==> src/rtl/uart_tx_pkg.sv <==
package uart_tx_pkg;
  localparam int unsigned TICKS_PER_BIT = 16;

  typedef enum logic [2:0] {
    ST_IDLE,
    ST_START,
    ST_DATA,
    ST_PAR,
    ST_STOP
  } tx_state_e;

  typedef struct packed {
    logic [1:0] wlen;       // 0..3 -> 5..8 bits
    logic       stop_long;
    logic       par_en;
    logic       par_even;
    logic       par_force;
  } line_fmt_t;
endpackage

==> src/rtl/uart_tx_fifo.sv <==
module uart_tx_fifo #(
  parameter int unsigned DW    = 8,
  parameter int unsigned DEPTH = 64
) (
  input  logic          clk_i,
  input  logic          rst_ni,
  input  logic          push_i,
  input  logic [DW-1:0] data_i,
  input  logic          pop_i,
  output logic [DW-1:0] data_o,
  output logic          empty_o
);
  localparam int unsigned AW = $clog2(DEPTH);
  localparam int unsigned CW = AW + 1;

  logic [DW-1:0] mem_q [DEPTH];
  logic [AW-1:0] wr_ptr_q, rd_ptr_q;
  logic [CW-1:0] count_q;
  logic          full, do_push, do_pop;

  assign full    = (count_q == CW'(DEPTH));
  assign empty_o = (count_q == '0);
  assign do_push = push_i && !full;
  assign do_pop  = pop_i && !empty_o;
  assign data_o  = mem_q[rd_ptr_q];

  function automatic logic [AW-1:0] ptr_next(logic [AW-1:0] p);
    return (p == AW'(DEPTH - 1)) ? '0 : p + 1'b1;
  endfunction

  always_ff @(posedge clk_i) begin
    if (do_push) mem_q[wr_ptr_q] <= data_i;
  end

  always_ff @(posedge clk_i or negedge rst_ni) begin
    if (!rst_ni) begin
      wr_ptr_q <= '0;
      rd_ptr_q <= '0;
      count_q  <= '0;
    end else begin
      if (do_push) wr_ptr_q <= ptr_next(wr_ptr_q);
      if (do_pop)  rd_ptr_q <= ptr_next(rd_ptr_q);
      case ({do_push, do_pop})
        2'b10:   count_q <= count_q + 1'b1;
        2'b01:   count_q <= count_q - 1'b1;
        default: count_q <= count_q;
      endcase
    end
  end

  AST_POP_NONEMPTY: assert property (@(posedge clk_i) disable iff (!rst_ni)
    pop_i |-> !empty_o);
  AST_NO_OVERFLOW: assert property (@(posedge clk_i) disable iff (!rst_ni)
    (push_i && full && !pop_i) |=> $stable(count_q));
endmodule

==> src/rtl/uart_tx_shift.sv <==
module uart_tx_shift
  import uart_tx_pkg::*;
#(
  parameter int unsigned DW = 8
) (
  input  logic          clk_i,
  input  logic          rst_ni,
  input  logic          tick_i,
  input  line_fmt_t     fmt_i,
  input  logic          avail_i,
  input  logic          block_i,
  input  logic [DW-1:0] data_i,
  output logic          pop_o,
  output logic          tx_o,
  output logic          busy_o
);
  localparam int unsigned CNTW  = 5;
  localparam int unsigned IDXW  = $clog2(DW);
  localparam logic [CNTW-1:0] BIT_LAST = CNTW'(TICKS_PER_BIT - 1);

  tx_state_e       state_q;
  line_fmt_t       fmt_q;
  logic [DW-1:0]   shreg_q;
  logic            par_q;
  logic [CNTW-1:0] cnt_q;
  logic [IDXW-1:0] idx_q;
  logic [CNTW-1:0] stop_last;
  logic [IDXW-1:0] idx_last;
  logic [DW-1:0]   mask;
  logic            par_new;

  assign stop_last = !fmt_q.stop_long ? BIT_LAST :
                     (fmt_q.wlen == 2'd0) ? CNTW'(TICKS_PER_BIT * 3 / 2 - 1)
                                          : CNTW'(TICKS_PER_BIT * 2 - 1);
  assign idx_last  = IDXW'(fmt_q.wlen) + IDXW'(4);
  assign mask      = {DW{1'b1}} >> (3'd3 - {1'b0, fmt_i.wlen});
  assign par_new   = fmt_i.par_force ? !fmt_i.par_even :
                     fmt_i.par_even  ? ^(data_i & mask) : ~^(data_i & mask);

  assign pop_o  = tick_i && avail_i && !block_i &&
                  (state_q == ST_IDLE || (state_q == ST_STOP && cnt_q == stop_last));
  assign busy_o = (state_q != ST_IDLE);

  always_comb begin
    case (state_q)
      ST_START: tx_o = 1'b0;
      ST_DATA:  tx_o = shreg_q[0];
      ST_PAR:   tx_o = par_q;
      default:  tx_o = 1'b1;
    endcase
  end

  always_ff @(posedge clk_i or negedge rst_ni) begin
    if (!rst_ni) begin
      state_q <= ST_IDLE;
      fmt_q   <= '0;
      shreg_q <= '0;
      par_q   <= 1'b0;
      cnt_q   <= '0;
      idx_q   <= '0;
    end else if (pop_o) begin
      state_q <= ST_START;
      fmt_q   <= fmt_i;
      shreg_q <= data_i;
      par_q   <= par_new;
      cnt_q   <= '0;
    end else if (tick_i) begin
      case (state_q)
        ST_START: begin
          cnt_q <= (cnt_q == BIT_LAST) ? '0 : cnt_q + 1'b1;
          if (cnt_q == BIT_LAST) begin
            state_q <= ST_DATA;
            idx_q   <= '0;
          end
        end
        ST_DATA: begin
          if (cnt_q == BIT_LAST) begin
            cnt_q   <= '0;
            shreg_q <= shreg_q >> 1;
            idx_q   <= idx_q + 1'b1;
            if (idx_q == idx_last) state_q <= fmt_q.par_en ? ST_PAR : ST_STOP;
          end else begin
            cnt_q <= cnt_q + 1'b1;
          end
        end
        ST_PAR: begin
          cnt_q <= (cnt_q == BIT_LAST) ? '0 : cnt_q + 1'b1;
          if (cnt_q == BIT_LAST) state_q <= ST_STOP;
        end
        ST_STOP: begin
          if (cnt_q == stop_last) state_q <= ST_IDLE;
          else                    cnt_q <= cnt_q + 1'b1;
        end
        default: cnt_q <= '0;
      endcase
    end
  end

  AST_TX_ON_TICK: assert property (@(posedge clk_i) disable iff (!rst_ni)
    (tx_o != $past(tx_o)) |-> $past(tick_i));
  AST_FMT_HELD: assert property (@(posedge clk_i) disable iff (!rst_ni)
    (busy_o && $past(busy_o) && !$past(pop_o)) |-> $stable(fmt_q));
endmodule

==> src/rtl/uart_tx_cts.sv <==
module uart_tx_cts
  import uart_tx_pkg::*;
#(
  parameter int unsigned DW    = 8,
  parameter int unsigned DEPTH = 64
) (
  input  logic          clk_i,
  input  logic          rst_ni,
  input  logic          tick_i,
  input  logic          wr_en_i,
  input  logic [DW-1:0] wr_data_i,
  input  logic [5:0]    lcr_i,
  input  logic          flow_auto_i,
  input  logic          cts_sel_i,
  input  logic          cts_ni,
  output logic          tx_o,
  output logic          thr_empty_o,
  output logic          tx_empty_o
);
  line_fmt_t     fmt;
  logic [DW-1:0] head;
  logic          empty, pop, busy, block;

  assign fmt.wlen      = lcr_i[1:0];
  assign fmt.stop_long = lcr_i[2];
  assign fmt.par_en    = lcr_i[3];
  assign fmt.par_even  = lcr_i[4];
  assign fmt.par_force = lcr_i[5];

  assign block = flow_auto_i && cts_sel_i && cts_ni;

  uart_tx_fifo #(.DW(DW), .DEPTH(DEPTH)) u_fifo (
    .clk_i   (clk_i),
    .rst_ni  (rst_ni),
    .push_i  (wr_en_i),
    .data_i  (wr_data_i),
    .pop_i   (pop),
    .data_o  (head),
    .empty_o (empty)
  );

  uart_tx_shift #(.DW(DW)) u_shift (
    .clk_i   (clk_i),
    .rst_ni  (rst_ni),
    .tick_i  (tick_i),
    .fmt_i   (fmt),
    .avail_i (!empty),
    .block_i (block),
    .data_i  (head),
    .pop_o   (pop),
    .tx_o    (tx_o),
    .busy_o  (busy)
  );

  assign thr_empty_o = empty;
  assign tx_empty_o  = empty && !busy;

  AST_IDLE_LINE_HIGH: assert property (@(posedge clk_i) disable iff (!rst_ni)
    !busy |-> tx_o);
  AST_CTS_HOLD: assert property (@(posedge clk_i) disable iff (!rst_ni)
    (!$past(busy) && $past(block)) |-> !busy);
endmodule

==> config.mk <==
export PLATFORM = sky130hd
export DESIGN_NAME = uart_tx_cts
export DESIGN_NICKNAME = d
export VERILOG_FILES = /design/src/rtl/uart_tx_pkg.sv /design/src/rtl/uart_tx_fifo.sv /design/src/rtl/uart_tx_shift.sv /design/src/rtl/uart_tx_cts.sv
export SDC_FILE = /design/constraint.sdc
export NUM_CORES = 1
export LEC_CHECK = 0
export BUFFER_PORTS_ARGS = -buffer_cell sky130_fd_sc_hd__buf_2
export CAP_MARGIN = 10
export CORE_MARGIN = 1.5
export CORE_UTILIZATION = 40
export DETAILED_ROUTE_END_ITERATION = 8
export GPL_ROUTABILITY_DRIVEN = 0
export SLEW_MARGIN = 20
export SYNTH_ARGS = -nofsm -noshare
export SYNTH_HDL_FRONTEND = slang
export SYNTH_SLANG_ARGS = --single-unit
==> constraint.sdc <==
create_clock -name clk_i -period 3.6 [get_ports clk_i]
set_input_delay 0.36 -clock clk_i [delete_from_list [all_inputs] [get_ports clk_i]]
set_output_delay 0.36 -clock clk_i [all_outputs]
set_load 0.01 [all_outputs]
==> summary by stage <==
Run status
The run finished, with violations left. The checks that failed: setup timing.

Timing
The normalized max-slew margin is 0.3581. The count of endpoints failing setup in the final report is 1. After layout, the minimum clock period comes to 3.622 ns. The hold violation count in the final report came to 0.

The final period utilization is 1.006. On the final layout, the worst clock skew is 0.01535 ns. The slew at the pin closest to its max-slew limit is 0.9629 ns. The worst-case hold slack is 0.07644 ns.

The highest clock rate is 0.2761 GHz. The slack of the critical path is -0.02213 ns. The number of slew-limit violations in the final report came to 0. Setup total negative slack on the finished layout was measured at -0.02213 ns.

Setup repair after global routing could not meet its margin everywhere.

Drt
In the final routed layout, each cell accounts on average for 25.21 um. Dividing the detail-routed via count by the number of cells gives 5.580. Summed over all layers, the routed wires come to 55,060 um. After the first detailed-routing iteration, the DRC count stood at 1,376. The post-detailed-route DRC marker count is 0. The detailed router placed 12.19k vias in this run.

Once detail routing completed, the nets flagged for antenna violations numbered 0. The first detailed-routing pass took 5 iterations.

Critical path
In this design, the critical path's most frequently occurring cell is mux4_2. The worst setup path is launched from a flip-flop. The worst path arrival time is 4.13 ns. Data on the critical path is required at its endpoint by 4.11 ns. The type of the worst setup path is reg2reg. The worst setup path is captured at a flip-flop. The maximum fanout along the worst path is 8. The delay of the slowest cell on the worst path is 0.50 ns. The signal on the critical path passes through buf_6 -> buf_12 -> buf_6 -> mux4_2 -> mux4_2 -> mux4_2 -> xor3_2 -> xor2_1 -> buf_4 -> a2111oi_4 -> nor4_2 -> o311ai_1. The slowest stage of the critical path belongs to the cell mux4_2.

Synth
By count the netlist is led by 512 x edfxtp_1, 119 x mux4_2, 88 x nor2_1, 61 x nand2_1, 43 x dfrtp_1. Sorting the synthesized cells by area gives the leading types as edfxtp_1 69%, mux4_2 12%, dfrtp_1 4.8%, mux2i_1 1.9%, nor2_1 1.5%. The fraction of registers with async set or reset after synthesis is 0.07748. The share of synthesized area in the top cell type comes to 0.6856.

The count of state elements after synthesis is 555. The share of the Yosys chip area taken by registers is 0.7336. Yosys mapped the design onto 61 distinct sky130hd cell types. The cell with the most instances after synthesis is edfxtp_1. For this run, the leading register cell type out of synthesis is edfxtp_1.

The synthesized netlist net count is 1,245. The largest total area in the synthesized netlist belongs to edfxtp_1. The synthesized netlist cell count is 1,211. The average instance in the mapped netlist occupies 18.52 um2.

The number of enable flip-flop cells after synthesis is 512. The post-synthesis instance area is 22,430 um2. The count of warnings emitted by yosys is 0.

Clock network
The TritonCTS clock tree is built. The H-tree was split into 2 levels. The clock-pin transition on the worst setup and hold timing paths is 0.06 ns. The number of CTS-inserted buffers is 55.

Clock tree synthesis selected as its root buffer the cell clkbuf_16. The number of sinks driven by the clock tree is 555. The longest clock path from root to sink contains 3 buffers.

The clock insertion delay at the later pin of the skew report is 0.61 ns.

Die
The initial core utilization is 0.4063. The floorplan die height is 239.8 um. The overall die area is 57,490 um2. 24 I/O pins were placed. The number of rows created at floorplan is 86. The width of the die is 239.8 um. The area of the core is 55,200 um2.

Placed design
Once detailed placement completed, the half-perimeter wirelength came to 35,820 um. In this run the tool buffered the top-level ports with 23 buffer cells.

Power and ir drop
The share of total power dissipated in sequential elements is 0.405. The internal power of the cells is 0.01333 W. Of the total power, the share spent switching nets is 0.3013. The net switching power is 0.005749 W.

The power after layout is 0.01908 W. Across the VDD grid, the largest voltage drop is 389.6 uV. The part of the total power dissipated in combinational logic is 0.310.

Dividing total power by cell area gives a power density of 719.9 nW/um2. For this design the static power due to leakage is 8.834 nW. The portion of total power attributed to the clock network is 0.284.

Layout
Fill cells in the final layout number 4,613. The net count of the finished layout is 1,431. The area added between synthesis and finish is 18.21%. The fraction of layout instances using a drive strength above 1 is 0.2848. Summing all multi-input logic gate instances after layout gives 5729 um2. Across the whole layout, storage elements account for 16,460 um2. The repair_antennas step left the layout with diodes totalling 0.

Global routing
The number of global-route vias before repair was 12.12k. The initial antenna violation count is 0. The total grt overflow is 0. The first-pass GRT wire length is 81,010 um. Entering global routing, the biggest net connects 65 pins. For this run, the total global-route usage over all layers was measured as 0.1932.

Flow run
Max-cap violations in this run came to 0.

Worst hold path
The tightest min-delay check is of the in2reg type.
path summary, 6_finish.rpt:
path	start	to	slack (ns)	depth (start not counted)
max in group asynchronous	rst_ni	u_fifo.rd_ptr_q[0]	2.80	2
min	lcr_i[5]	u_shift.par_q	0.08	3
max reg2reg	u_fifo.rd_ptr_q[0]	u_shift.par_q	-0.02	12
min in group asynchronous	rst_ni	u_fifo.count_q[5]	0.31	2
min reg2reg	u_fifo.count_q[6]	u_fifo.count_q[6]	0.49	1
max	u_fifo.rd_ptr_q[0]	u_shift.par_q	-0.02	12
worst max-delay path, delay by kind of cell (launching register included):
kind                      cells  cell delay, ns
DFF                           1            0.48
muxes                         3            1.41
and+or+nand+nor               1            0.07
xor gates and xnor gates      2            0.64
buffers and inverters         4            0.57
AOI/OAI and AO/OA             2            0.37
placed cells by master, fill, tap and decap left out, types with 24 or more instances in the layout:
master       n
edfxtp_1   512
buf_4      140
mux4_2     119
nor2_1      86
nand2_1     61
clkbuf_16   59
mux2i_1     42
dfrtp_1     41
o21ai_0     34
nand3_1     24
a21oi_1     24
cell type report:
type / instances / share of cell area
timing repair buffer: 189 / 0.06225
inverter: 18 / 0.002549
tap: 748 / 0.03530
sequential: 555 / 0.6209
clock inverter: 24 / 0.007788
multi-input combinational: 578 / 0.2161
clock buffer: 72 / 0.05513
per-stage QoR:
| stage | cells | area, um2 | util | setup slack, ns |
|---|---|---|---|---|
| after global routing | 2184 | 26510 | 0.4802 | -0.1728 |
| after floorplan | 1211 | 22430 | - | 0.02386 |
| after detailed placement | 2067 | 24430 | 0.4426 | -0.1489 |
| after global placement | 2067 | 24430 | 0.4426 | -0.1961 |
| final | 2184 | 26510 | 0.4802 | -0.02213 |
| after CTS | 2169 | 26170 | 0.4740 | -0.003069 |
cells by family after synthesis:
logic type / Yosys count / synth area share
flip-flops: 555 / 0.7336
AND/OR/NAND/NOR: 226 / 0.04519
multiplexers: 169 / 0.1423
AO/OA/AOI/OAI: 149 / 0.04491
buffers and inverters: 78 / 0.01724
XOR/XNOR: 21 / 0.009206
adder cells (fa/ha/maj): 13 / 0.007588
layer usage:
layer / part of all wire / wire [um] / track usage / up-vias
li1: - / - / - / 5274
met1: 0.45 / 24610 / 0.2859 / 6382
met2: 0.46 / 25390 / 0.2952 / 450
met3: 0.072 / 3951 / 0.03711 / 80
met4: 0.020 / 1104 / 0.04584 / 0
met5: 0 / 0 / 0 / -
registers in the layout, indices dropped and copies added (netlist names), 4 cells and up:
name             flops
u_fifo.count_q       7
u_fifo.mem_q       512
u_fifo.rd_ptr_q      6
u_fifo.wr_ptr_q      6
u_shift.cnt_q        5
u_shift.fmt_q        4
u_shift.shreg_q      8
power by group through the flow:
stage,Sequential [W],Clock [W],Combinational [W]
final,0.00774,0.00542,0.00593
after global routing,0.00778,0.00579,0.00627
after CTS,0.00773,0.00554,0.00536
after detailed placement,0.00787,0,0.00530
after global placement,0.00785,0,0.00523
after floorplan,0.00769,0,0.00343
repair_timing:
| action | CTS | global route |
|---|---|---|
| gates cloned | 0 | 3 |
| hold buffers | 4 | 0 |
| resized for setup | 3 | 31 |
| endpoints found under the hold margin | 46 | 0 |
| pin swaps | 2 | 9 |
| setup endpoints to repair | 1 | 2 |
| buffers inserted | 2 | 12 |
No activity file was read; power rests on OpenSTA's default activity.
